## src/rtl/txsel_pkg.sv

```systemverilog
package txsel_pkg;
  // Source choice carried by each select line.
  typedef enum logic {
    SRC_PRI = 1'b0,
    SRC_ALT = 1'b1
  } src_e;

  localparam int unsigned NUM_MON = 2;  // monitored clocks: 0 primary, 1 fallback
  localparam int unsigned NUM_SEL = 2;  // selects: 0 transmit, 1 reference
  localparam int unsigned MON_PRI = 0;
  localparam int unsigned MON_FB  = 1;
endpackage

```

## src/rtl/clk_act_mon.sv

```systemverilog
module clk_act_mon #(
  parameter int unsigned LOSS_CYCLES = 16,
  parameter int unsigned SYNC_STAGES = 2
) (
  input  logic clk_i,
  input  logic rst_i,
  input  logic mon_clk_i,
  output logic lost_o
);
  localparam int unsigned CW = $clog2(LOSS_CYCLES + 1);
  localparam logic [CW-1:0] LIMIT = CW'(LOSS_CYCLES - 1);

  logic [SYNC_STAGES-1:0] sync_q;
  logic                   prev_q;
  logic [CW-1:0]          gap_q;
  logic                   lost_q;
  logic                   rise;

  always_ff @(posedge clk_i) begin
    if (rst_i) begin
      sync_q <= '0;
      prev_q <= 1'b0;
    end else begin
      sync_q <= {sync_q[SYNC_STAGES-2:0], mon_clk_i};
      prev_q <= sync_q[SYNC_STAGES-1];
    end
  end

  assign rise = sync_q[SYNC_STAGES-1] & ~prev_q;

  // Gap counter: cycles since the last rising edge; saturates at the limit.
  always_ff @(posedge clk_i) begin
    if (rst_i) begin
      gap_q  <= '0;
      lost_q <= 1'b0;
    end else if (rise) begin
      gap_q  <= '0;
      lost_q <= 1'b0;
    end else if (gap_q == LIMIT) begin
      lost_q <= 1'b1;
    end else begin
      gap_q <= gap_q + 1'b1;
    end
  end

  assign lost_o = lost_q;

  // an edge always brings the clock back to active.
  p_edge_clears_r3: assert property (@(posedge clk_i) disable iff (rst_i)
    rise |=> !lost_o);
  // loss is only declared in a cycle without an edge.
  p_loss_needs_gap_r2: assert property (@(posedge clk_i) disable iff (rst_i)
    $rose(lost_o) |-> $past(!rise));
endmodule

```

## src/rtl/src_sel_ctl.sv

```systemverilog
module src_sel_ctl
  import txsel_pkg::*;
(
  input  logic clk_i,
  input  logic rst_i,
  input  logic auto_en_i,
  input  logic pri_lost_i,
  output src_e sel_o,
  output logic chg_o
);
  src_e sel_q, sel_nxt;

  always_comb begin
    sel_nxt = SRC_PRI;
    if (auto_en_i && pri_lost_i) sel_nxt = SRC_ALT;
  end

  always_ff @(posedge clk_i) begin
    if (rst_i) sel_q <= SRC_PRI;
    else       sel_q <= sel_nxt;
  end

  assign sel_o = sel_q;
  assign chg_o = (sel_nxt != sel_q);

  // with switching disabled the select returns to the primary source.
  p_disabled_primary_r7: assert property (@(posedge clk_i) disable iff (rst_i)
    !auto_en_i |=> sel_o == SRC_PRI);
  // enabled switching leaves the primary source on loss.
  p_loss_moves_r4: assert property (@(posedge clk_i) disable iff (rst_i)
    (auto_en_i && pri_lost_i) |=> sel_o == SRC_ALT);
  // with the primary clock present the select is primary.
  p_revert_r5: assert property (@(posedge clk_i) disable iff (rst_i)
    !pri_lost_i |=> sel_o == SRC_PRI);
endmodule

```

## src/rtl/evt_flags.sv

```systemverilog
module evt_flags #(
  parameter int unsigned N = 2
) (
  input  logic         clk_i,
  input  logic         rst_i,
  input  logic [N-1:0] set_i,
  input  logic [N-1:0] clr_i,
  input  logic [N-1:0] mask_i,
  output logic [N-1:0] flags_o,
  output logic         irq_o
);
  logic [N-1:0] flags_q;

  // Set wins over a simultaneous clear so no event is lost.
  always_ff @(posedge clk_i) begin
    if (rst_i) flags_q <= '0;
    else       flags_q <= (flags_q & ~clr_i) | set_i;
  end

  assign flags_o = flags_q;
  assign irq_o   = |(flags_q & ~mask_i);

  for (genvar k = 0; k < N; k++) begin : g_chk
    // a set request is always recorded.
    p_set_sticks_r8: assert property (@(posedge clk_i) disable iff (rst_i)
      set_i[k] |=> flags_o[k]);
    // without set or clear, a flag holds its value.
    p_flag_holds_r9: assert property (@(posedge clk_i) disable iff (rst_i)
      (!set_i[k] && !clr_i[k]) |=> $stable(flags_o[k]));
  end
endmodule

```

## src/rtl/txclk_autosel.sv

```systemverilog
module txclk_autosel
  import txsel_pkg::*;
#(
  parameter int unsigned LOSS_CYCLES = 64,
  parameter int unsigned SYNC_STAGES = 2
) (
  input  logic       clk_i,
  input  logic       rst_i,
  input  logic       pri_clk_i,
  input  logic       fb_clk_i,
  input  logic       auto_en_i,
  input  logic [1:0] evt_mask_i,
  input  logic [1:0] evt_clr_i,
  output logic       tx_sel_o,
  output logic       ref_sel_o,
  output logic       pri_lost_o,
  output logic       fb_lost_o,
  output logic [1:0] evt_o,
  output logic       irq_o
);
  logic [NUM_MON-1:0] mon_clk;
  logic [NUM_MON-1:0] mon_lost;
  src_e               sel    [NUM_SEL];
  logic [NUM_SEL-1:0] sel_chg;

  assign mon_clk[MON_PRI] = pri_clk_i;
  assign mon_clk[MON_FB]  = fb_clk_i;

  for (genvar m = 0; m < NUM_MON; m++) begin : g_mon
    clk_act_mon #(
      .LOSS_CYCLES(LOSS_CYCLES),
      .SYNC_STAGES(SYNC_STAGES)
    ) u_mon (
      .clk_i    (clk_i),
      .rst_i    (rst_i),
      .mon_clk_i(mon_clk[m]),
      .lost_o   (mon_lost[m])
    );
  end

  // Both selects follow the shared primary-loss detector.
  for (genvar s = 0; s < NUM_SEL; s++) begin : g_sel
    src_sel_ctl u_ctl (
      .clk_i     (clk_i),
      .rst_i     (rst_i),
      .auto_en_i (auto_en_i),
      .pri_lost_i(mon_lost[MON_PRI]),
      .sel_o     (sel[s]),
      .chg_o     (sel_chg[s])
    );
  end

  evt_flags #(.N(NUM_SEL)) u_evt (
    .clk_i  (clk_i),
    .rst_i  (rst_i),
    .set_i  (sel_chg),
    .clr_i  (evt_clr_i),
    .mask_i (evt_mask_i),
    .flags_o(evt_o),
    .irq_o  (irq_o)
  );

  assign tx_sel_o   = sel[0];
  assign ref_sel_o  = sel[1];
  assign pri_lost_o = mon_lost[MON_PRI];
  assign fb_lost_o  = mon_lost[MON_FB];

  // each select change leaves its flag set.
  p_tx_change_flag_r8: assert property (@(posedge clk_i) disable iff (rst_i)
    (tx_sel_o != $past(tx_sel_o)) |-> evt_o[0]);
  p_ref_change_flag_r8: assert property (@(posedge clk_i) disable iff (rst_i)
    (ref_sel_o != $past(ref_sel_o)) |-> evt_o[1]);
  // fallback loss alone never moves the selects.
  p_fb_no_effect_r11: assert property (@(posedge clk_i) disable iff (rst_i)
    (!pri_lost_o && $past(!pri_lost_o)) |-> (!tx_sel_o && !ref_sel_o));
endmodule

```

## config.mk

```make
export PLATFORM = sky130hd
export DESIGN_NAME = txclk_autosel
export DESIGN_NICKNAME = d
export VERILOG_FILES = /design/src/rtl/txsel_pkg.sv /design/src/rtl/clk_act_mon.sv /design/src/rtl/src_sel_ctl.sv /design/src/rtl/evt_flags.sv /design/src/rtl/txclk_autosel.sv
export SDC_FILE = /design/constraint.sdc
export NUM_CORES = 1
export LEC_CHECK = 0
export BUFFER_PORTS_ARGS = -buffer_cell sky130_fd_sc_hd__buf_2
export CAP_MARGIN = 0
export CORE_ASPECT_RATIO = 1.2
export CORE_MARGIN = 4
export CORE_UTILIZATION = 55
export DETAILED_ROUTE_END_ITERATION = 10
export GPL_ROUTABILITY_DRIVEN = 0
export PLACE_DENSITY = 0.75
export REMOVE_ABC_BUFFERS = 1
export SLEW_MARGIN = 20
export SYNTH_ARGS = -nofsm -noshare
export SYNTH_HDL_FRONTEND = slang
export SYNTH_SLANG_ARGS = --single-unit
```

## constraint.sdc

```tcl
create_clock -name clk_i -period 2.3 [get_ports clk_i]
set_input_delay 0.115 -clock clk_i [delete_from_list [all_inputs] [get_ports clk_i]]
set_output_delay 0.115 -clock clk_i [all_outputs]
set_load 0.05 [all_outputs]
```

Word level (Yosys, flattened, before mapping)
Cells that the tools add are included.
- $add $sub $neg: 2
- equality and inequality tests: 3
- reductions and logical operators: 4
- muxes and demuxes: 1
- bitwise gates (word level): 9
- operators with widths (kind ; count):
    $add A7 B1 Y7 const B ; 2
    $eq A7 B6 Y1 const B ; 2
    $reduce_or A2 Y1 ; 3
    $and A2 B2 Y2 ; 2
    $not A2 Y2 ; 2
    $and A1 B1 Y1 ; 2
    $not A1 Y1 ; 2
    $or A2 B2 Y2 ; 1
    $logic_and A1 B1 Y1 ; 1
    $mux W1 ; 1
    $ne A1 B1 Y1 ; 1
- register bits after elaboration: 25
- word-level logic and storage cells: 29
- input bits: 9
- output and inout port bits: 7

Depth between registers and ports, before layout
Gate-level depths: netlist (run 1).
- depth in word-level cells: 4
- depth in mapped cells: 5
- gate-level depth less buffers: 4

By module
A second synthesis (run 1) with hierarchy kept.
- cells, all modules: 119
- area, all modules: 1154.9 um^2
- by module, submodules not included (module ; instances ; cells an instance ; area an instance (um^2)):
    clk_act_mon ; 2 ; 50 ; 489.2
    src_sel_ctl ; 2 ; 4 ; 46.3
    evt_flags ; 1 ; 11 ; 83.8

Worst setup path before layout (run 1)
OpenSTA, ideal clock, no wires.
- kind: register -> output
- from: reg u_evt.flags_q[0], in the netlist u_evt.flags_o[0]
- to: out irq_o
- stages on the path, launching flop included: 3
- path slack: 684 ps
- data required time: 2185 ps
- buffers on the path: 0
- data arrival time: 1501 ps
- path through: dfxtp_1 > inv_1 > o22ai_1
- word-level cells in the longest chain between the ends: 2
- RTL lines (what ; RTL line ; text):
    start: declaration ; evt_flags.sv:12 ; logic [N-1:0] flags_q;
    start signal: assignment ; evt_flags.sv:17 ; else flags_q <= (flags_q & ~clr_i) | set_i;
    $and A2 B2 Y2 ; evt_flags.sv:21 ; assign irq_o = |(flags_q & ~mask_i);
    $reduce_or A2 Y1 ; evt_flags.sv:21 ;
    end: declaration ; txclk_autosel.sv:19 ; output logic irq_o
No other way between the ends.

Final worst setup path (run 1)
- from: reg g_mon[1].u_mon.gap_q[0]
- to: reg g_mon[1].u_mon.gap_q[2]
- word-level cells in the longest chain between the ends: 1
- RTL lines (what ; RTL line ; text):
    start: declaration ; clk_act_mon.sv:15 ; logic [CW-1:0] gap_q;
    start signal: assignment ; clk_act_mon.sv:42 ; gap_q <= gap_q + 1'b1;
    $add A7 B1 Y7 / $eq A7 B6 Y1 (equally long branches) ; clk_act_mon.sv:42, clk_act_mon.sv:39 ;
Several ways; a longest one is shown, not always the timed one.
A chain may end at the register's enable or synchronous reset.

==> impl_metrics.csv, run 1 <==
group,metric,value,unit
synth,ys_types,27,
detailed_routing,final_antenna_net_count,0,
synth,synthArstFlopShare,0,%
clocking,cts-root-buf,"clkbuf_4",
clocking,post_cts_resize_count,0,
placed_design,dpl_cell_area,1077,um^2
global_routing,grt_pass1_vias,795,
critical_path,r2r-end,"g_mon[1].u_mon.gap_q[2]",
clocking,clk_path_buf_depth,2,
clocking,cts_tree,"yes",
global_routing,track_usage,17.01,%
detailed_routing,highest_layer,"met4",
clocking,clkTransAtPathRegs,0.12,ns
sta,worst_pin_slew,0.2640,ns
synth,yosys.cell_count.top_type,"dfxtp_1",
detailed_routing,met3WireLength,73,um
synth,synth_top_cell_by_area,"dfxtp_1",
critical_path,required,2.53,ns
detailed_routing,dr_wl_met2,969,um
layout,area.growth.synth_to_final,10.55,%
synth,synthTopCellsByArea,"dfxtp_1 50%, a21oi_1 6.0%, nor3_1 4.0%",
clocking,h-tree-depth,1,
synth,syn_area,1008,um^2
clocking,insertion_delay,0.30,ns
detailed_routing,drc_errors,0,
detailed_routing,routedWlPerCell,12.48,um
detailed_routing,drt-vias-per-instance,5.676,
synth,ys_ff_latch,25,
placed_design,hpwl,1.334,mm
die,initial_utilization,59.97,%
layout,nets,139,
synth,synthTopCellsByCount,"25 x dfxtp_1, 12 x a21oi_1, 8 x nor3_1",
global_routing,grt_pass1_wl,3.187,mm
synth,synth-edff-count,0,
global_routing,grt-ovfl-total,0,
critical_path,cp_data_arrival_time,1.65,ns
layout,antenna_cells,0,
die,dieArea,2585,um^2
pwr,ir_worst_vdd,0.4676,mV
hold_path,hp-start,"fb_clk_i",
sta,layout_setup_ws,0.8892,ns
sta,finalHoldViolations,0,
detailed_routing,dr.first_iter.drc_count,24,
global_routing,antenna_found_initial,0,
critical_path,cp_max_fo,6,
sta,fmax,0.7088,GHz
clocking,cts_num_sinks,25,
synth,avgSynthCellArea,8.924,um^2
sta,min_period_over_period,61.34,%
critical_path,critPathKind,"flip-flop to flip-flop",
synth,synth.top_cell.area_share,49.63,%
critical_path,rrSetupSlack,0.89,ns
layout,final_area,1115,um^2
sta,slew_headroom,82.40,%
die,die_y,54.91,um
detailed_routing,vias,823,
clocking,numCtsBuffers,3,
die,rows,16,
die,die_w,47.09,um
layout,drive_gt1_share,17.32,%
sta,rsz0062_at_grt,"no",
synth,synth_cells,113,
critical_path,crit_end,"g_mon[1].u_mon.gap_q[2]",
hold_path,min_path_type,"input pin to flip-flop",
sta,slew_viol_final,0,
global_routing,grt_max_degree,15,
critical_path,timing.rr.start,"g_mon[1].u_mon.gap_q[0]",
synth,yosysSeqAreaShare,49.63,%
detailed_routing,detail_route.first_pass.iterations,4,
critical_path,crit_start,"g_mon[1].u_mon.gap_q[0]",
sta,period_minus_slack,1.411,ns
die,pin_count,16,
synth,synthFlopType,"dfxtp_1",
sta,setup_viol,0,
placed_design,pre_cts_ws,0.9175,ns
detailed_routing,wl_met1,753,um
pwr,p_leak,0.4352,nW
placed_design,io_buffers,15,
critical_path,startpoint_type,"flip-flop",
critical_path,endpoint_kind,"flip-flop",
critical_path,reg2regPathDepth,4,
die,coreArea,1682,um^2
detailed_routing,wirelength,1.810,mm
run_status,outcome,"finished, final reports clean",
synth,synth.yosys.warnings,0,
pwr,power_density,611.7,nW/um^2
sta,fin_worst_skew,0.001698,ns
flow_run,cap_violations,0,
sta,fin_setup_tns,0,ns
kinds of logic (layout without fill, tap and decap cells):
| kind of cell | after synthesis | in the layout | synth area share (%) |
|---|---|---|---|
| xor+xnor | 3 | 3 | 2.606 |
| compound gates | 27 | 27 | 15.76 |
| simple gates | 44 | 44 | 24.44 |
| buf+inv | 12 | 26 | 5.087 |
| fa+ha+maj | 2 | 2 | 2.481 |
| flops | 25 | 25 | 49.63 |
worst min path at each step:
| stage | to | slack [ns] | cells after the start |
|---|---|---|---|
| after CTS | g_mon[1].u_mon.sync_q[0] | 0.005 | 2 |
| after global routing | g_mon[1].u_mon.sync_q[0] | 0.03 | 2 |
| final | g_mon[1].u_mon.sync_q[0] | 0.01 | 2 |
| after detailed placement | g_mon[0].u_mon.sync_q[0] | 0.34 | 2 |
| after global placement | g_mon[1].u_mon.sync_q[0] | 0.33 | 2 |
| after floorplan | u_evt.flags_o[0] | 0.18 | 1 |
through the flow:
step | hold slack, ns | std cells | total power (W) | util, %
2_1_floorplan | 0.1841 | 107 | 0.0004891 | -
3_3_place_gp | 0.3270 | 140 | 0.0005027 | 64.06
3_5_place_dp | 0.3352 | 140 | 0.0005052 | 64.06
4_1_cts | 0.005050 | 145 | 0.0006909 | 66.29
5_1_grt | 0.03298 | 145 | 0.0007188 | 66.29
6_report | 0.01464 | 145 | 0.0006819 | 66.29
flip-flops by register name, summed over array words and instances, names as in the netlist:
| register | flops |
|---|---|
| g_mon.u_mon.gap_q | 14 |
| g_mon.u_mon.prev_q | 2 |
| g_mon.u_mon.sync_q | 4 |
| u_evt.flags_o | 2 |
| g_mon.u_mon.lost_o | 2 |
| g_sel.u_ctl.sel_o | 1 |
timing repair:
item	CTS	global route
buffers inserted	0	0
endpoints found under the hold margin	1	0
hold buffers	1	0
setup endpoints to repair	0	0
placed cells by master (no fill, tap or decap), drive strengths merged:
cell,instances
nand3,6
nor2,5
and3b,2
nand2,7
nand2b,2
inv,6
a21oi,12
o21ai,4
and3,2
nor3,8
dfxtp,25
a21boi,2
nor2b,6
clkinv,1
ha,2
a311oi,2
clkbuf,3
a31oi,4
nand3b,2
o22ai,1
a21o,2
buf,15
or3,2
xor2,3
dlygate4sd3,1
nand4,2
power by group:
group	switching, W	total [W]	internal [W]
Combinational	0.0000193	0.0000383	0.0000190
Clock	0.000120	0.000185	0.0000649
Sequential	0.0000132	0.000459	0.000446
layout make-up:
| type | count | area (um^2) |
|---|---|---|
| clock inverters | 1 | 5.005 |
| clock buffers | 3 | 22.52 |
| inverters | 6 | 22.52 |
| fillers | 150 | 566.8 |
| well taps | 18 | 22.52 |
| repair buffers | 16 | 85.08 |
| flip-flops and latches | 25 | 500.5 |
| multi-input cells | 76 | 456.7 |
per-layer routing:
layer | GRT usage [%] | vias to the layer above
li1 | - | 424
met1 | 18.11 | 378
met2 | 30.54 | 19
met3 | 3.560 | 2
met4 | 9.217 | 0
met5 | 0 | -
worst max-delay path: stages (launching register included):
cell and delay [ns]:
dfxtp_1 0.44, ha_1 0.29, and3b_1 0.33, a21oi_1 0.10
nor3_1 0.19
Note: power is estimated with default switching activity, not from simulation.
==> inputs of run 2 (changes only) <==
--- a/config.mk
+++ b/config.mk
@@ -9,10 +9,10 @@
 export CAP_MARGIN = 0
 export CORE_ASPECT_RATIO = 1.2
 export CORE_MARGIN = 4
-export CORE_UTILIZATION = 55
+export CORE_UTILIZATION = 53
 export DETAILED_ROUTE_END_ITERATION = 10
 export GPL_ROUTABILITY_DRIVEN = 0
-export PLACE_DENSITY = 0.75
+export PLACE_DENSITY = 0.72
 export REMOVE_ABC_BUFFERS = 1
 export SLEW_MARGIN = 20
 export SYNTH_ARGS = -nofsm -noshare
==> constraint.sdc (replaced) <==
create_clock -name clk_i -period 1.4 [get_ports clk_i]
set_input_delay 0.07 -clock clk_i [delete_from_list [all_inputs] [get_ports clk_i]]
set_output_delay 0.07 -clock clk_i [all_outputs]
set_load 0.05 [all_outputs]
==> run 2 against run 1 <==
  * Setup slack got worse by 0.76 ns
  * Sequential cell count unchanged
  * Final cell count grew 4.1%
  * Worst hold slack better by 0.017 ns
  * Global-route usage shrank 1.2 points
  * Critical endpoint unchanged
  * Largest power group unchanged
==> impl_metrics.csv, run 2 (synthesis results as in run 1) <==
group,metric,value,unit
run_status,outcome,"finished, final reports clean",
sta,fin_hold_ws,0.03160,ns
critical_path,endpoint_kind,"flip-flop",
clocking,cts-root-buf,"clkbuf_4",
clocking,cts_num_sinks,25,
critical_path,startpoint_type,"flip-flop",
pwr,comb_power_share,6.5,%
critical_path,cp_data_arrival_time,1.51,ns
global_routing,grt_max_degree,15,
hold_path,min_to,"u_evt.flags_o[0]",
critical_path,cp_slowest_stage_delay,0.43,ns
detailed_routing,routedWlPerCell,11.79,um
critical_path,cp_max_fo,6,
layout,nets,144,
pwr,power_density,970.6,nW/um^2
pwr,finalPower,0.001135,W
critical_path,crit_slowest_cell,"dfxtp_1",
pwr,ir_worst_vdd,0.7893,mV
placed_design,hpwl,1.253,mm
layout,antenna_cells,0,
global_routing,grt-ovfl-total,0,
layout,top_register,"g_mon.u_mon.gap_q",
flow_run,cap_violations,0,
layout,seqCellArea,501.7,um^2
detailed_routing,wirelength,1.781,mm
sta,worst_pin_slew,0.2567,ns
hold_path,hp-start,"rst_i",
clocking,clkTransAtPathRegs,0.13,ns
sta,slew_headroom,82.88,%
layout,drive_gt1_share,20.45,%
sta,finalHoldViolations,0,
critical_path,reg2regPathDepth,4,
die,coreArea,1829,um^2
die,dieArea,2668,um^2
global_routing,antenna_found_initial,0,
layout,final_util,63.95,%
clocking,numCtsBuffers,3,
global_routing,track_usage,15.81,%
pwr,p_int,0.0008797,W
clocking,post_cts_buffers,0,
detailed_routing,detail_route.first_pass.iterations,4,
critical_path,critPathKind,"flip-flop to flip-flop",
die,rows,17,
detailed_routing,final_antenna_net_count,0,
sta,setup_viol,0,
layout,fillerInstances,155,
layout,layout_common_cells,"24 x dfxtp_1, 15 x buf_2, 12 x a21oi_1",
die,die_w,47.82,um
layout,area.growth.synth_to_final,16.00,%
die,pin_count,16,
critical_path,worstPathCellList,"ha_2 -> and3b_2 -> a21oi_1 -> nor3_1",
layout,final_area,1170,um^2
pwr,power.share.clock,27.1,%
placed_design,dpl_cell_area,1086,um^2
global_routing,grt_pass1_vias,794,
critical_path,r2r-end,"g_mon[1].u_mon.gap_q[2]",
die,initial_utilization,55.13,%
sta,min_period_over_period,91.06,%
critical_path,required,1.63,ns
sta,slew_viol_final,0,
sta,fmax,0.7844,GHz
hold_path,min_path_type,"input pin to flip-flop",
placed_design,io_buffers,15,
detailed_routing,dr.first_iter.drc_count,7,
layout,top_regs,"g_mon.u_mon.gap_q: 14 flops, g_mon.u_mon.sync_q: 4 flops",
critical_path,timing.rr.start,"g_mon[1].u_mon.gap_q[1]",
pwr,sw_frac_of_total,22.52,%
clocking,clk_path_buf_depth,2,
pwr,p_leak,0.4540,nW
clocking,insertion_delay,0.31,ns
critical_path,rrSetupSlack,0.13,ns
global_routing,grt_pass1_wl,3.098,mm
layout,largest_reg_flops,14,
die,die_y,55.79,um
layout,multi_input_area,461.7,um^2
placed_design,pre_cts_ws,0.07326,ns
sta,fin_worst_skew,0.01004,ns
clocking,cts_tree,"yes",
pwr,netSwitchingPower,0.0002557,W
hold_path,holdPathStages,2,
sta,layout_setup_ws,0.1251,ns
detailed_routing,vias,811,
pwr,power.share.sequential,66.5,%
sta,period_minus_slack,1.275,ns
layout,mostFrequentLayoutCell,"dfxtp_1",
detailed_routing,drc_errors,0,
sta,rsz0062_at_grt,"no",
clocking,h-tree-depth,1,
detailed_routing,drt-vias-per-instance,5.371,
-- run 2: repair_timing --
action | 4_1_cts | 5_1_grt
endpoints found under the setup margin | 0 | 7
gates resized for setup | 0 | 4
endpoints found under the hold margin | 5 | 0
hold buffers | 5 | 0
-- run 2: area by class of cell --
| cell class | instances | area share, % |
|---|---|---|
| Multi-Input combinational cell | 76 | 39.47 |
| Timing Repair Buffer | 21 | 11.34 |
| Inverter | 6 | 1.925 |
| Sequential cell | 25 | 42.89 |
| Clock buffer | 3 | 1.925 |
| Tap cell | 19 | 2.032 |
| Clock inverter | 1 | 0.4278 |
-- run 2: worst max-delay path by stage --
stage / end / cells after the start / startpoint
2_1_floorplan: irq_o / 2 / u_evt.flags_o[0]
3_3_place_gp: g_mon[1].u_mon.gap_q[3] / 4 / g_mon[1].u_mon.gap_q[0]
3_5_place_dp: g_mon[1].u_mon.gap_q[2] / 4 / g_mon[1].u_mon.gap_q[0]
4_1_cts: g_mon[1].u_mon.gap_q[2] / 4 / g_mon[1].u_mon.gap_q[0]
5_1_grt: g_mon[1].u_mon.gap_q[2] / 4 / g_mon[1].u_mon.gap_q[1]
6_report: g_mon[1].u_mon.gap_q[2] / 4 / g_mon[1].u_mon.gap_q[1]
-- run 2: worst max-delay path, delay by kind of cell, from the launching register on --
kind,cells,cell delay (ns)
adder cells (fa/ha/maj),1,0.26
AO/OA/AOI/OAI,1,0.08
AND/OR/NAND/NOR,2,0.44
flip-flops,1,0.43
-- run 2: power by group through the flow --
stage / logic [W] / registers, W / clock network [W]
after global routing: 0.0000841 / 0.000759 / 0.000358
final: 0.0000737 / 0.000755 / 0.000307
after CTS: 0.0000736 / 0.000753 / 0.000323
after global placement: 0.0000614 / 0.000768 / 0
after floorplan: 0.0000391 / 0.000764 / 0
after detailed placement: 0.0000627 / 0.000769 / 0
-- run 2: through the flow --
stage / std cells / setup TNS [ns]
global placement: 142 / 0
global route: 151 / 0
CTS: 151 / 0
floorplan: 107 / -0.1715
finish: 151 / 0
detailed placement: 142 / 0
-- run 2: layer usage --
metal  up-vias  track usage, %  part of all wire [%]
met2         8           27.03                    55
met4         0           6.923                  0.73
met1       371           17.21                    42
met3         2           3.883                   2.4
li1        430               -                     -
met5         -               0                     0
==> inputs of run 3 (changes only) <==
--- a/config.mk
+++ b/config.mk
@@ -12,7 +12,7 @@
 export CORE_UTILIZATION = 53
 export DETAILED_ROUTE_END_ITERATION = 10
 export GPL_ROUTABILITY_DRIVEN = 0
-export PLACE_DENSITY = 0.72
+export PLACE_DENSITY = 0.75
 export REMOVE_ABC_BUFFERS = 1
 export SLEW_MARGIN = 20
 export SYNTH_ARGS = -nofsm -noshare
==> run 3 against run 2 <==
  * Clock power hardly changed
  * Final cell count is 1.3% lower
  * Register-to-register slack hardly changed
  * Worst hold slack worse by 0.014 ns
  * First-iteration DRC count is 43% higher
  * Critical path depth stayed put
  * Non-clock buffer count is 2 lower
  * Largest cell class unchanged
  * Largest power group unchanged
==> impl_metrics.csv, run 3 (synthesis results as in run 1) <==
group,metric,value,unit
run_status,outcome,"finished, final reports clean",
layout,antenna_cells,0,
sta,period_minus_slack,1.260,ns
sta,slew_viol_final,0,
sta,slew_headroom,82.16,%
critical_path,startpoint_type,"flip-flop",
pwr,comb_power_share,6.1,%
die,rows,17,
pwr,netSwitchingPower,0.0002528,W
sta,setup_viol,0,
die,dieArea,2668,um^2
placed_design,io_buffers,15,
clocking,insertion_delay,0.30,ns
detailed_routing,routedWlPerCell,11.95,um
layout,area.growth.synth_to_final,13.77,%
pwr,power.share.clock,27.3,%
critical_path,required,1.64,ns
clocking,h-tree-depth,1,
layout,seqCellArea,501.7,um^2
detailed_routing,wirelength,1.780,mm
sta,fmax,0.7935,GHz
critical_path,reg2regPathDepth,4,
sta,fin_hold_ws,0.01720,ns
global_routing,grt-ovfl-total,0,
layout,top_register,"g_mon.u_mon.gap_q",
pwr,sw_frac_of_total,22.31,%
layout,multi_input_area,460.4,um^2
detailed_routing,dr.first_iter.drc_count,10,
detailed_routing,final_antenna_net_count,0,
layout,fillerInstances,161,
pwr,finalPower,0.001133,W
die,die_y,55.79,um
critical_path,critPathKind,"flip-flop to flip-flop",
critical_path,endpoint_kind,"flip-flop",
clocking,clk_path_buf_depth,2,
pwr,ir_worst_vdd,0.6680,mV
layout,drive_gt1_share,19.23,%
clocking,cts_num_sinks,25,
clocking,cts-root-buf,"clkbuf_4",
sta,finalHoldViolations,0,
sta,layout_setup_ws,0.1397,ns
sta,fin_worst_skew,0.002972,ns
sta,worst_pin_slew,0.2676,ns
critical_path,r2r-end,"g_mon[1].u_mon.gap_q[3]",
detailed_routing,drt-vias-per-instance,5.383,
critical_path,rrSetupSlack,0.14,ns
sta,fin_setup_tns,0,ns
critical_path,cp_data_arrival_time,1.50,ns
layout,layout_common_cells,"24 x dfxtp_1, 15 x buf_2, 12 x a21oi_1",
pwr,power.share.sequential,66.6,%
critical_path,timing.rr.start,"g_mon[1].u_mon.gap_q[0]",
die,coreArea,1829,um^2
global_routing,track_usage,15.40,%
pwr,power_density,987.6,nW/um^2
critical_path,crit_start,"g_mon[1].u_mon.gap_q[0]",
global_routing,antenna_found_initial,0,
pwr,p_int,0.0008803,W
critical_path,crit_end,"g_mon[1].u_mon.gap_q[3]",
global_routing,grt_max_degree,14,
placed_design,hpwl,1.299,mm
global_routing,grt_pass1_wl,3.084,mm
layout,mostFrequentLayoutCell,"dfxtp_1",
clocking,cts_tree,"yes",
die,initial_utilization,55.13,%
layout,largest_reg_flops,14,
detailed_routing,vias,802,
layout,nets,142,
clocking,numCtsBuffers,3,
die,pin_count,16,
critical_path,cp_max_fo,6,
sta,min_period_over_period,90.02,%
global_routing,grt_pass1_vias,767,
clocking,clkTransAtPathRegs,0.13,ns
die,die_w,47.82,um
flow_run,cap_violations,0,
layout,top_regs,"g_mon.u_mon.gap_q: 14 flops, g_mon.u_mon.sync_q: 4 flops",
hold_path,min_path_type,"input pin to flip-flop",
pwr,p_leak,0.4435,nW
detailed_routing,detail_route.first_pass.iterations,4,
layout,final_util,62.72,%
detailed_routing,drc_errors,0,
placed_design,pre_cts_ws,0.1025,ns
sta,rsz0062_at_grt,"no",
run 3: cell types whose count changed in the layout (fill, tap and decap cells not counted):
cell | previous run | this run
and3b_1 | 0 | 1
and3b_2 | 2 | 1
dlygate4sd3_1 | 5 | 3
clkinv_2 | 1 | 0
clkbuf_1 | 0 | 1
run 3: cell type report:
cell class                 count  area share [%]
sequential                    25           43.73
multi-input combinational     76           40.13
timing repair buffer          19           9.815
clock buffer                   4           2.290
tap                           19           2.072
inverter                       6           1.963
run 3: stage by stage:
stage / area [um^2] / std cells
after global routing: 1147 / 149
after floorplan: 979.7 / 107
final: 1147 / 149
after global placement: 1086 / 142
after detailed placement: 1086 / 142
after CTS: 1132 / 148
run 3: worst max-delay path, cell delays in order, from the launching register on:
cell,delay (ns)
dfxtp_1,0.44
ha_2,0.26
and3b_2,0.25
a21oi_1,0.08
nor3_1,0.17
run 3: metal layers:
layer,vias up,global-route usage [%],part of all wire [%],routed length (um)
met2,5,24.20,52,929
met4,0,6.923,0.79,14
li1,429,-,-,-
met5,-,0,0,0
met1,366,18.88,45,801
met3,2,3.883,2.0,35
run 3: timing repair:
action,in CTS,in global routing
setup buffers,0,0
hold endpoints to repair,2,1
gates resized for setup,0,3
setup endpoints to repair,0,7
hold buffers,2,1
run 3: worst min-delay path by stage:
stage / depth (start not counted) / end / start
floorplan: 1 / u_evt.flags_o[0] / rst_i
global placement: 2 / g_mon[1].u_mon.sync_q[0] / fb_clk_i
detailed placement: 2 / g_mon[1].u_mon.sync_q[0] / fb_clk_i
CTS: 3 / u_evt.flags_o[1] / evt_clr_i[1]
global route: 3 / u_evt.flags_o[0] / evt_clr_i[0]
finish: 3 / g_sel[1].u_ctl.sel_o / auto_en_i
run 3: power by group through the flow:
stage	sequential [W]	clock, W	combinational [W]
floorplan	0.000764	0	0.0000391
global placement	0.000768	0	0.0000601
detailed placement	0.000770	0	0.0000626
CTS	0.000754	0.000316	0.0000669
global route	0.000759	0.000355	0.0000783
finish	0.000755	0.000309	0.0000692
